===== config.mk =====
export PLATFORM = sky130hd
export DESIGN_NAME = rename_map
export DESIGN_NICKNAME = d
export VERILOG_FILES = /design/src/rtl/rename_pkg.sv /design/src/rtl/rename_freelist.sv /design/src/rtl/rename_table.sv /design/src/rtl/rename_map.sv
export SDC_FILE = /design/constraint.sdc
export NUM_CORES = 1
export LEC_CHECK = 0
export ABC_CLOCK_PERIOD_IN_PS = 5430
export BUFFER_PORTS_ARGS = -buffer_cell sky130_fd_sc_hd__buf_4
export CAP_MARGIN = 30
export CORE_AREA = 4 4 307 309
export DETAILED_ROUTE_END_ITERATION = 7
export DIE_AREA = 0 0 311 313
export GPL_ROUTABILITY_DRIVEN = 0
export GPL_TIMING_DRIVEN = 0
export PLACE_DENSITY = 0.5
export SYNTH_ARGS = -nofsm -noshare
export SYNTH_HDL_FRONTEND = slang
export SYNTH_SLANG_ARGS = --single-unit

===== constraint.sdc =====
create_clock -name clk -period 5.43 [get_ports clk]
set_input_delay 0.543 -clock clk [delete_from_list [all_inputs] [get_ports clk]]
set_output_delay 0.543 -clock clk [all_outputs]
set_load 0.01 [all_outputs]

===== src/rtl/rename_pkg.sv =====
package rename_pkg;
  localparam int unsigned RN_ARCH_REGS = 32;
  localparam int unsigned RN_PHYS_TAGS = 64;
  localparam int unsigned RN_SRC_PORTS = 2;
endpackage


===== src/rtl/rename_freelist.sv =====
module rename_freelist #(
  parameter int unsigned DEPTH      = 64,
  parameter int unsigned TW         = 6,
  parameter int unsigned INIT_FIRST = 32,
  parameter int unsigned INIT_COUNT = 32
) (
  input  logic          clk,
  input  logic          rst_n,
  input  logic          pop,
  input  logic          push,
  input  logic [TW-1:0] push_tag,
  output logic [TW-1:0] head_tag,
  output logic          empty
);
  localparam int unsigned PW = $clog2(DEPTH);
  localparam int unsigned CW = PW + 1;

  logic [TW-1:0] mem_q [DEPTH];
  logic [PW-1:0] rd_ptr_q, rd_ptr_d, wr_ptr_q, wr_ptr_d;
  logic [CW-1:0] cnt_q, cnt_d;

  assign head_tag = mem_q[rd_ptr_q];
  assign empty    = (cnt_q == '0);

  always_comb begin
    rd_ptr_d = rd_ptr_q;
    wr_ptr_d = wr_ptr_q;
    cnt_d    = cnt_q;
    if (pop) rd_ptr_d = rd_ptr_q + 1'b1;
    if (push) wr_ptr_d = wr_ptr_q + 1'b1;
    if (push && !pop) cnt_d = cnt_q + 1'b1;
    else if (pop && !push) cnt_d = cnt_q - 1'b1;
  end

  always_ff @(posedge clk or negedge rst_n) begin
    if (!rst_n) begin
      rd_ptr_q <= '0;
      wr_ptr_q <= PW'(INIT_COUNT % DEPTH);
      cnt_q    <= CW'(INIT_COUNT);
    end else begin
      rd_ptr_q <= rd_ptr_d;
      wr_ptr_q <= wr_ptr_d;
      cnt_q    <= cnt_d;
    end
  end

  always_ff @(posedge clk or negedge rst_n) begin
    if (!rst_n) begin
      for (int k = 0; k < DEPTH; k++)
        mem_q[k] <= (k < INIT_COUNT) ? TW'(INIT_FIRST + k) : '0;
    end else if (push) begin
      mem_q[wr_ptr_q] <= push_tag;
    end
  end

  a_r8_no_underflow: assert property (@(posedge clk) disable iff (!rst_n)
    pop |-> (cnt_q != '0));
  a_r7_no_overflow: assert property (@(posedge clk) disable iff (!rst_n)
    (push && !pop) |-> (cnt_q < CW'(DEPTH)));
  a_r7_count_tracks: assert property (@(posedge clk) disable iff (!rst_n)
    (push != pop) |=> (cnt_q != $past(cnt_q)));
endmodule


===== src/rtl/rename_table.sv =====
module rename_table #(
  parameter int unsigned NA   = 32,
  parameter int unsigned AW   = 5,
  parameter int unsigned TW   = 6,
  parameter int unsigned NSRC = 2
) (
  input  logic          clk,
  input  logic          rst_n,
  input  logic [AW-1:0] src_arch [NSRC],
  output logic [TW-1:0] src_tag  [NSRC],
  output logic          src_rdy  [NSRC],
  input  logic [AW-1:0] dst_arch,
  output logic [TW-1:0] dst_old_tag,
  input  logic          wr_en,
  input  logic [AW-1:0] wr_arch,
  input  logic [TW-1:0] wr_tag,
  input  logic          wr_rdy,
  input  logic          bc_valid,
  input  logic [TW-1:0] bc_tag
);
  logic [TW-1:0] tag_q [NA];
  logic [TW-1:0] tag_d [NA];
  logic [NA-1:0] rdy_q, rdy_d;

  for (genvar s = 0; s < NSRC; s++) begin : g_src
    assign src_tag[s] = tag_q[src_arch[s]];
    assign src_rdy[s] = rdy_q[src_arch[s]] | (bc_valid && (bc_tag == tag_q[src_arch[s]]));
  end

  assign dst_old_tag = tag_q[dst_arch];

  always_comb begin
    for (int i = 0; i < NA; i++) begin
      tag_d[i] = tag_q[i];
      rdy_d[i] = rdy_q[i];
      if (wr_en && (wr_arch == AW'(i))) begin
        tag_d[i] = wr_tag;
        rdy_d[i] = wr_rdy;
      end else if (bc_valid && (tag_q[i] == bc_tag)) begin
        rdy_d[i] = 1'b1;
      end
    end
  end

  always_ff @(posedge clk or negedge rst_n) begin
    if (!rst_n) begin
      for (int i = 0; i < NA; i++) tag_q[i] <= TW'(i);
      rdy_q <= '1;
    end else begin
      for (int i = 0; i < NA; i++) tag_q[i] <= tag_d[i];
      rdy_q <= rdy_d;
    end
  end

  // R4 (rename) and R9 (restore) share this write port
  a_r4_write_lands: assert property (@(posedge clk) disable iff (!rst_n)
    wr_en |=> (tag_q[$past(wr_arch)] == $past(wr_tag)) && (rdy_q[$past(wr_arch)] == $past(wr_rdy)));

  for (genvar i = 0; i < NA; i++) begin : g_chk
    a_r6_bcast_wakes: assert property (@(posedge clk) disable iff (!rst_n)
      (bc_valid && (tag_q[i] == bc_tag) && !(wr_en && (wr_arch == AW'(i)))) |=> rdy_q[i]);
  end
endmodule


===== src/rtl/rename_map.sv =====
module rename_map
  import rename_pkg::*;
#(
  parameter int unsigned ARCH_REGS = RN_ARCH_REGS,
  parameter int unsigned PHYS_TAGS = RN_PHYS_TAGS,
  localparam int unsigned AW = $clog2(ARCH_REGS),
  localparam int unsigned TW = $clog2(PHYS_TAGS)
) (
  input  logic          clk,
  input  logic          rst_n,
  input  logic          ren_valid,
  input  logic          ren_has_dst,
  input  logic [AW-1:0] ren_src_a,
  input  logic [AW-1:0] ren_src_b,
  input  logic [AW-1:0] ren_dst,
  output logic          ren_ready,
  output logic [TW-1:0] src_a_tag,
  output logic          src_a_rdy,
  output logic [TW-1:0] src_b_tag,
  output logic          src_b_rdy,
  output logic [TW-1:0] dst_tag,
  output logic [TW-1:0] prev_tag,
  input  logic          wb_valid,
  input  logic [TW-1:0] wb_tag,
  input  logic          grad_valid,
  input  logic [TW-1:0] grad_tag,
  input  logic          rb_valid,
  input  logic [AW-1:0] rb_arch,
  input  logic [TW-1:0] rb_tag
);
  localparam int unsigned NSRC = RN_SRC_PORTS;

  logic          fl_empty, alloc, wr_en, wr_rdy;
  logic [TW-1:0] fl_head, wr_tag;
  logic [AW-1:0] wr_arch;
  logic [AW-1:0] s_arch [NSRC];
  logic [TW-1:0] s_tag  [NSRC];
  logic          s_rdy  [NSRC];

  assign s_arch[0] = ren_src_a;
  assign s_arch[1] = ren_src_b;
  assign src_a_tag = s_tag[0];
  assign src_a_rdy = s_rdy[0];
  assign src_b_tag = s_tag[1];
  assign src_b_rdy = s_rdy[1];
  assign dst_tag   = fl_head;

  always_comb begin
    ren_ready = !rb_valid && !(ren_has_dst && fl_empty);
    alloc     = ren_valid && ren_ready && ren_has_dst;
    wr_en     = rb_valid || alloc;
    wr_arch   = rb_valid ? rb_arch : ren_dst;
    wr_tag    = rb_valid ? rb_tag  : fl_head;
    wr_rdy    = rb_valid;
  end

  rename_table #(.NA(ARCH_REGS), .AW(AW), .TW(TW), .NSRC(NSRC)) u_table (
    .clk, .rst_n,
    .src_arch(s_arch), .src_tag(s_tag), .src_rdy(s_rdy),
    .dst_arch(ren_dst), .dst_old_tag(prev_tag),
    .wr_en, .wr_arch, .wr_tag, .wr_rdy,
    .bc_valid(wb_valid), .bc_tag(wb_tag)
  );

  rename_freelist #(.DEPTH(PHYS_TAGS), .TW(TW), .INIT_FIRST(ARCH_REGS),
                    .INIT_COUNT(PHYS_TAGS - ARCH_REGS)) u_free (
    .clk, .rst_n,
    .pop(alloc), .push(grad_valid), .push_tag(grad_tag),
    .head_tag(fl_head), .empty(fl_empty)
  );

  a_r9_restore_blocks: assert property (@(posedge clk) disable iff (!rst_n)
    rb_valid |-> !ren_ready);
  a_r10_no_dst_accepts: assert property (@(posedge clk) disable iff (!rst_n)
    (!rb_valid && !ren_has_dst) |-> ren_ready);
  a_r5_prev_stable: assert property (@(posedge clk) disable iff (!rst_n)
    (ren_valid && !ren_ready && !wb_valid && !grad_valid && !rb_valid) |=>
      ($past(ren_dst) != ren_dst) || (prev_tag == $past(prev_tag)));
endmodule


==> summary.log <==
qor: grt.grt_start_max_net_pins 128
qor: synthesis.synth_top_cell_by_area sky130_fd_sc_hd__dfrtp_1
qor: timing.max_clock_freq 219 MHz
qor: run_status.run_status complete, no violations
qor: die.die_width 311 um
qor: synthesis.ys_types 56
qor: die.top_level_ports 72
qor: critical_path.worst_reg_to_reg_path_cell_count 10
qor: final_layout.register_area 0.0160 mm2
qor: critical_path.crit_chain clkbuf_2 -> buf_4 -> buf_2 -> buf_2 -> mux2i_1 -> a211oi_1 -> nor4b_1 -> xor2_1 -> o2111ai_1 -> o21ai_0 -> buf_4
qor: synthesis.syn-instance-count 2710
qor: synthesis.dominantRegCellSynth sky130_fd_sc_hd__dfrtp_1
qor: timing.setup_tns 0 ps
qor: die.die_h 313 um
qor: critical_path.endpoint_kind output pin
qor: grt.grt_first_pass_wirelength 187 mm
qor: timing.clock_skew 37.7 ps
qor: clocking.clk_pin_slew 50 ps
qor: final_layout.area.growth.synth_to_final 14.4%
qor: routing.route.final.wire_length 129 mm
qor: clocking.root_buffer sky130_fd_sc_hd__clkbuf_16
qor: critical_path.timing.critical_path.required 4890 ps
qor: critical_path.critPathBufInv 5
qor: die.initial_utilization 0.379
qor: die.placement_rows 111
qor: hold_path.hold-path-cell-count 3
qor: final_layout.multi_input_comb_area 0.0177 mm2
qor: routing.drtAntennaViolNets 0
qor: grt.grt_antenna_before_repair 8
qor: timing.final_min_period_over_clock_period 0.843
qor: critical_path.path_delay_family buffers and inverters
qor: final_layout.final_layout_size_suffix_gt1_frac 0.400
qor: routing.via_count 25466
qor: grt.grt_pass1_vias 25836
qor: clocking.cts_tree done
qor: placed_design.detailedPlacementHpwl 95.6 mm
qor: synthesis.synthesis.area 0.0346 mm2
qor: synthesis.synth.ff_latch_count 627
qor: timing.holdWs 305 ps
qor: final_layout.fill_cells 8419
qor: placed_design.dp.cells 3968
qor: critical_path.path_depth 11
qor: grt.track_usage 0.263
qor: timing.timing_hold_violations_final 0
qor: grt.grt.met3_usage 0.0564
qor: hold_path.timing.hold.worst.class primary input to flop
qor: synthesis.postSynth.asyncResetShare 1.00
qor: critical_path.critical_path.slowest_cell sky130_fd_sc_hd__nor4b_1
qor: synthesis.post_synth.cell_area_avg 12.8 um2
qor: die.design.die.area 0.0973 mm2
qor: final_layout.final_core_utilization 0.433
qor: critical_path.startpoint_type primary input
qor: timing.tightestPinTransition 1060 ps
qor: grt.gr-usage-met2 0.390
qor: clocking.cts-buffers-inserted 76
qor: run.cap_violations 0
qor: timing.max-slew-margin-rel 0.291
qor: grt.grt_overflow 0
qor: synthesis.synth_largest_type_area_fraction 0.290
qor: pwr.power-per-cell-area 560 mW/mm2
qor: routing.first_iter_violations 3036
qor: critical_path.crit_path_max_fanout 10
qor: critical_path.cp_slowest_stage_delay 860 ps
qor: synthesis.synth.top_cells.by_area sky130_fd_sc_hd__dfrtp_1 (29%), sky130_fd_sc_hd__mux4_2 (17%), sky130_fd_sc_hd__dfstp_2 (17%)
qor: critical_path.crit_arrival 4030 ps
qor: synthesis.yosysWarnings 0
qor: placed_design.placement.io_buffers 48
qor: clocking.cts_max_level 3
qor: routing.routed_via_density 6.19
qor: timing.rsz0062_at_grt false
qor: synthesis.synth_nets 2764
qor: routing.drt_drc_violations_left 0
qor: synthesis.seq_area_frac_synth 0.461
qor: clocking.cts_sinks 627
qor: die.placeableCoreArea 0.0914 mm2
qor: timing.timing.final.crit_period 4580 ps
qor: synthesis.synth_edf_count 0
qor: grt.globalRouteMet1Util 0.374
qor: routing.wire_per_inst 31.4 um
qor: timing.timing_max_transition_violations_final 0
qor: grt.gr-max-usage-layer met2
qor: clocking.cts_max_path_buffers 3
qor: final_layout.fin_nets 2922
qor: pwr.p_leak 16.1 nW
qor: final_layout.final-instance-count-excl-fill 4117
qor: clocking.clock_latency_at_the_later_pin_of_the_worst_skew_pair 660 ps
qor: timing.report.final.setup_viol 0
qor: critical_path.timing.setup.critical_path_class primary input to output pin
qor: clocking.post_cts.resized_instances 0
qor: routing.drt_pass_1_iters 6
qor: pwr.power.ir.vdd_worst 0.000252 V
-- path summary, 6_finish.rpt --
kind | start | endpoint | slack, ps
worst min register to register | u_free.cnt_q[6] | u_free.cnt_q[6] | 470
min in group asynchronous | rst_n | u_free.cnt_q[2] | 500
worst max register to register | u_free.rd_ptr_q[1] | u_table.tag_q[13] | 1300
worst min-delay path | rb_tag[4] | u_table.tag_q[190] | 300
worst max-delay path | ren_src_b[1] | src_b_rdy | 850
max in group asynchronous | rst_n | u_table.tag_q[13] | 3290
-- layout make-up --
cell class	count	share of cell area
Multi-Input combinational cell	1849	0.446
Sequential cell	627	0.403
Clock buffer	109	0.0550
Tap cell	1186	0.0375
Buffer	221	0.0241
Timing Repair Buffer	80	0.0228
Clock inverter	30	0.00979
Inverter	13	0.00123
Antenna cell	2	0.000126
-- worst reg2reg max path, stage by stage (launching register included) --
cell and delay (ps):
sky130_fd_sc_hd__dfrtp_1 360, sky130_fd_sc_hd__buf_2 240, sky130_fd_sc_hd__buf_2 370, sky130_fd_sc_hd__buf_1 610
sky130_fd_sc_hd__mux4_2 490, sky130_fd_sc_hd__mux4_2 530, sky130_fd_sc_hd__a22oi_2 220, sky130_fd_sc_hd__a21oi_1 130
sky130_fd_sc_hd__a21oi_2 470, sky130_fd_sc_hd__buf_2 430, sky130_fd_sc_hd__a21oi_1 130
-- report_power, final --
group | switching (mW) | leakage [nW] | internal [mW]
clock | 2.13 | 1.26 | 3.10
sequential | 1.94 | 7.58 | 6.88
combinational | 4.19 | 7.29 | 3.93
total | 8.26 | 16.1 | 13.9
-- logic make-up (layout without fill, tap and decap cells) --
kind of cell,after synthesis,count (layout),synth area share
buf+inv,234,453,0.0290
compound gates,335,335,0.0562
flops,627,627,0.461
xor+xnor,219,219,0.0554
other cells,0,2,0
mux,732,732,0.322
simple gates,554,554,0.0723
fa+ha+maj,9,9,0.00347
-- Yosys cell counts, types with 43 or more instances --
library cell,count
sky130_fd_sc_hd__dfrtp_1,401
sky130_fd_sc_hd__mux2_2,399
sky130_fd_sc_hd__nor2_1,312
sky130_fd_sc_hd__mux4_2,267
sky130_fd_sc_hd__a21oi_1,228
sky130_fd_sc_hd__dfstp_2,226
sky130_fd_sc_hd__clkbuf_1,144
sky130_fd_sc_hd__xnor2_1,116
sky130_fd_sc_hd__xor2_1,103
sky130_fd_sc_hd__mux2i_1,66
sky130_fd_sc_hd__nand2_1,60
sky130_fd_sc_hd__nand4_1,43
-- layer usage --
metal  up-vias  share of wire  wire, um
met1     13376           0.43     55500
met2      1415           0.43     55900
met3       351          0.088     11300
met5         -        0.00021        27
met4         4          0.050      6430
li1      10320              -         -
-- cell usage in the layout, fill, tap and decap left out, types with 4 or more instances in the layout --
cell type and n:
sky130_fd_sc_hd__dfrtp_1 401, sky130_fd_sc_hd__a31oi_1 5, sky130_fd_sc_hd__or2_2 13, sky130_fd_sc_hd__o22ai_1 18, sky130_fd_sc_hd__nor2b_1 13, sky130_fd_sc_hd__nor4_1 33, sky130_fd_sc_hd__ha_1 8, sky130_fd_sc_hd__bufinv_16 6
sky130_fd_sc_hd__buf_8 26, sky130_fd_sc_hd__nor3b_1 5, sky130_fd_sc_hd__dfstp_2 226, sky130_fd_sc_hd__clkbuf_1 163, sky130_fd_sc_hd__buf_6 5, sky130_fd_sc_hd__mux2i_1 66, sky130_fd_sc_hd__nor2_1 312, sky130_fd_sc_hd__a21oi_2 5
sky130_fd_sc_hd__nand2b_1 12, sky130_fd_sc_hd__clkbuf_16 77, sky130_fd_sc_hd__o21ai_0 14, sky130_fd_sc_hd__mux2_2 399, sky130_fd_sc_hd__nand4_1 43, sky130_fd_sc_hd__a21oi_1 226, sky130_fd_sc_hd__mux4_2 267, sky130_fd_sc_hd__clkinv_2 14
sky130_fd_sc_hd__a22oi_1 33, sky130_fd_sc_hd__inv_1 13, sky130_fd_sc_hd__buf_1 22, sky130_fd_sc_hd__nand3_1 18, sky130_fd_sc_hd__buf_16 5, sky130_fd_sc_hd__buf_4 60, sky130_fd_sc_hd__o211ai_1 4, sky130_fd_sc_hd__clkbuf_8 13
sky130_fd_sc_hd__nand2_1 60, sky130_fd_sc_hd__buf_2 37, sky130_fd_sc_hd__xnor2_1 116, sky130_fd_sc_hd__xor2_1 103, sky130_fd_sc_hd__and2_1 7, sky130_fd_sc_hd__a221oi_1 4, sky130_fd_sc_hd__nor3_1 22, sky130_fd_sc_hd__and3_1 5
-- repair_timing --
item                                    CTS  global route
endpoints found under the hold margin    76             0
endpoints found under the setup margin    0             0
hold buffers                              1             0
buffers inserted                          0             0
-- flip-flops by register name, summed over array words and instances, names as in the netlist --
signal           cells
u_free.mem_q       384
u_free.wr_ptr_q      6
u_free.rd_ptr_q      6
u_table.tag_q      192
u_table.rdy_q       32
u_free.cnt_q         7
-- stage by stage --
| stage | worst slack [ps] | total power, mW | area [um2] |
|---|---|---|---|
| final | 854 | 22.2 | 39600 |
| after global routing | 810 | 23.1 | 39600 |
| after CTS | 926 | 22.1 | 39500 |
| after detailed placement | 937 | 16.8 | 36900 |
| after global placement | -2840 | 16.5 | 36500 |
| after floorplan | 2070 | 13.4 | 34600 |
Power figures use the tool's default switching activity.
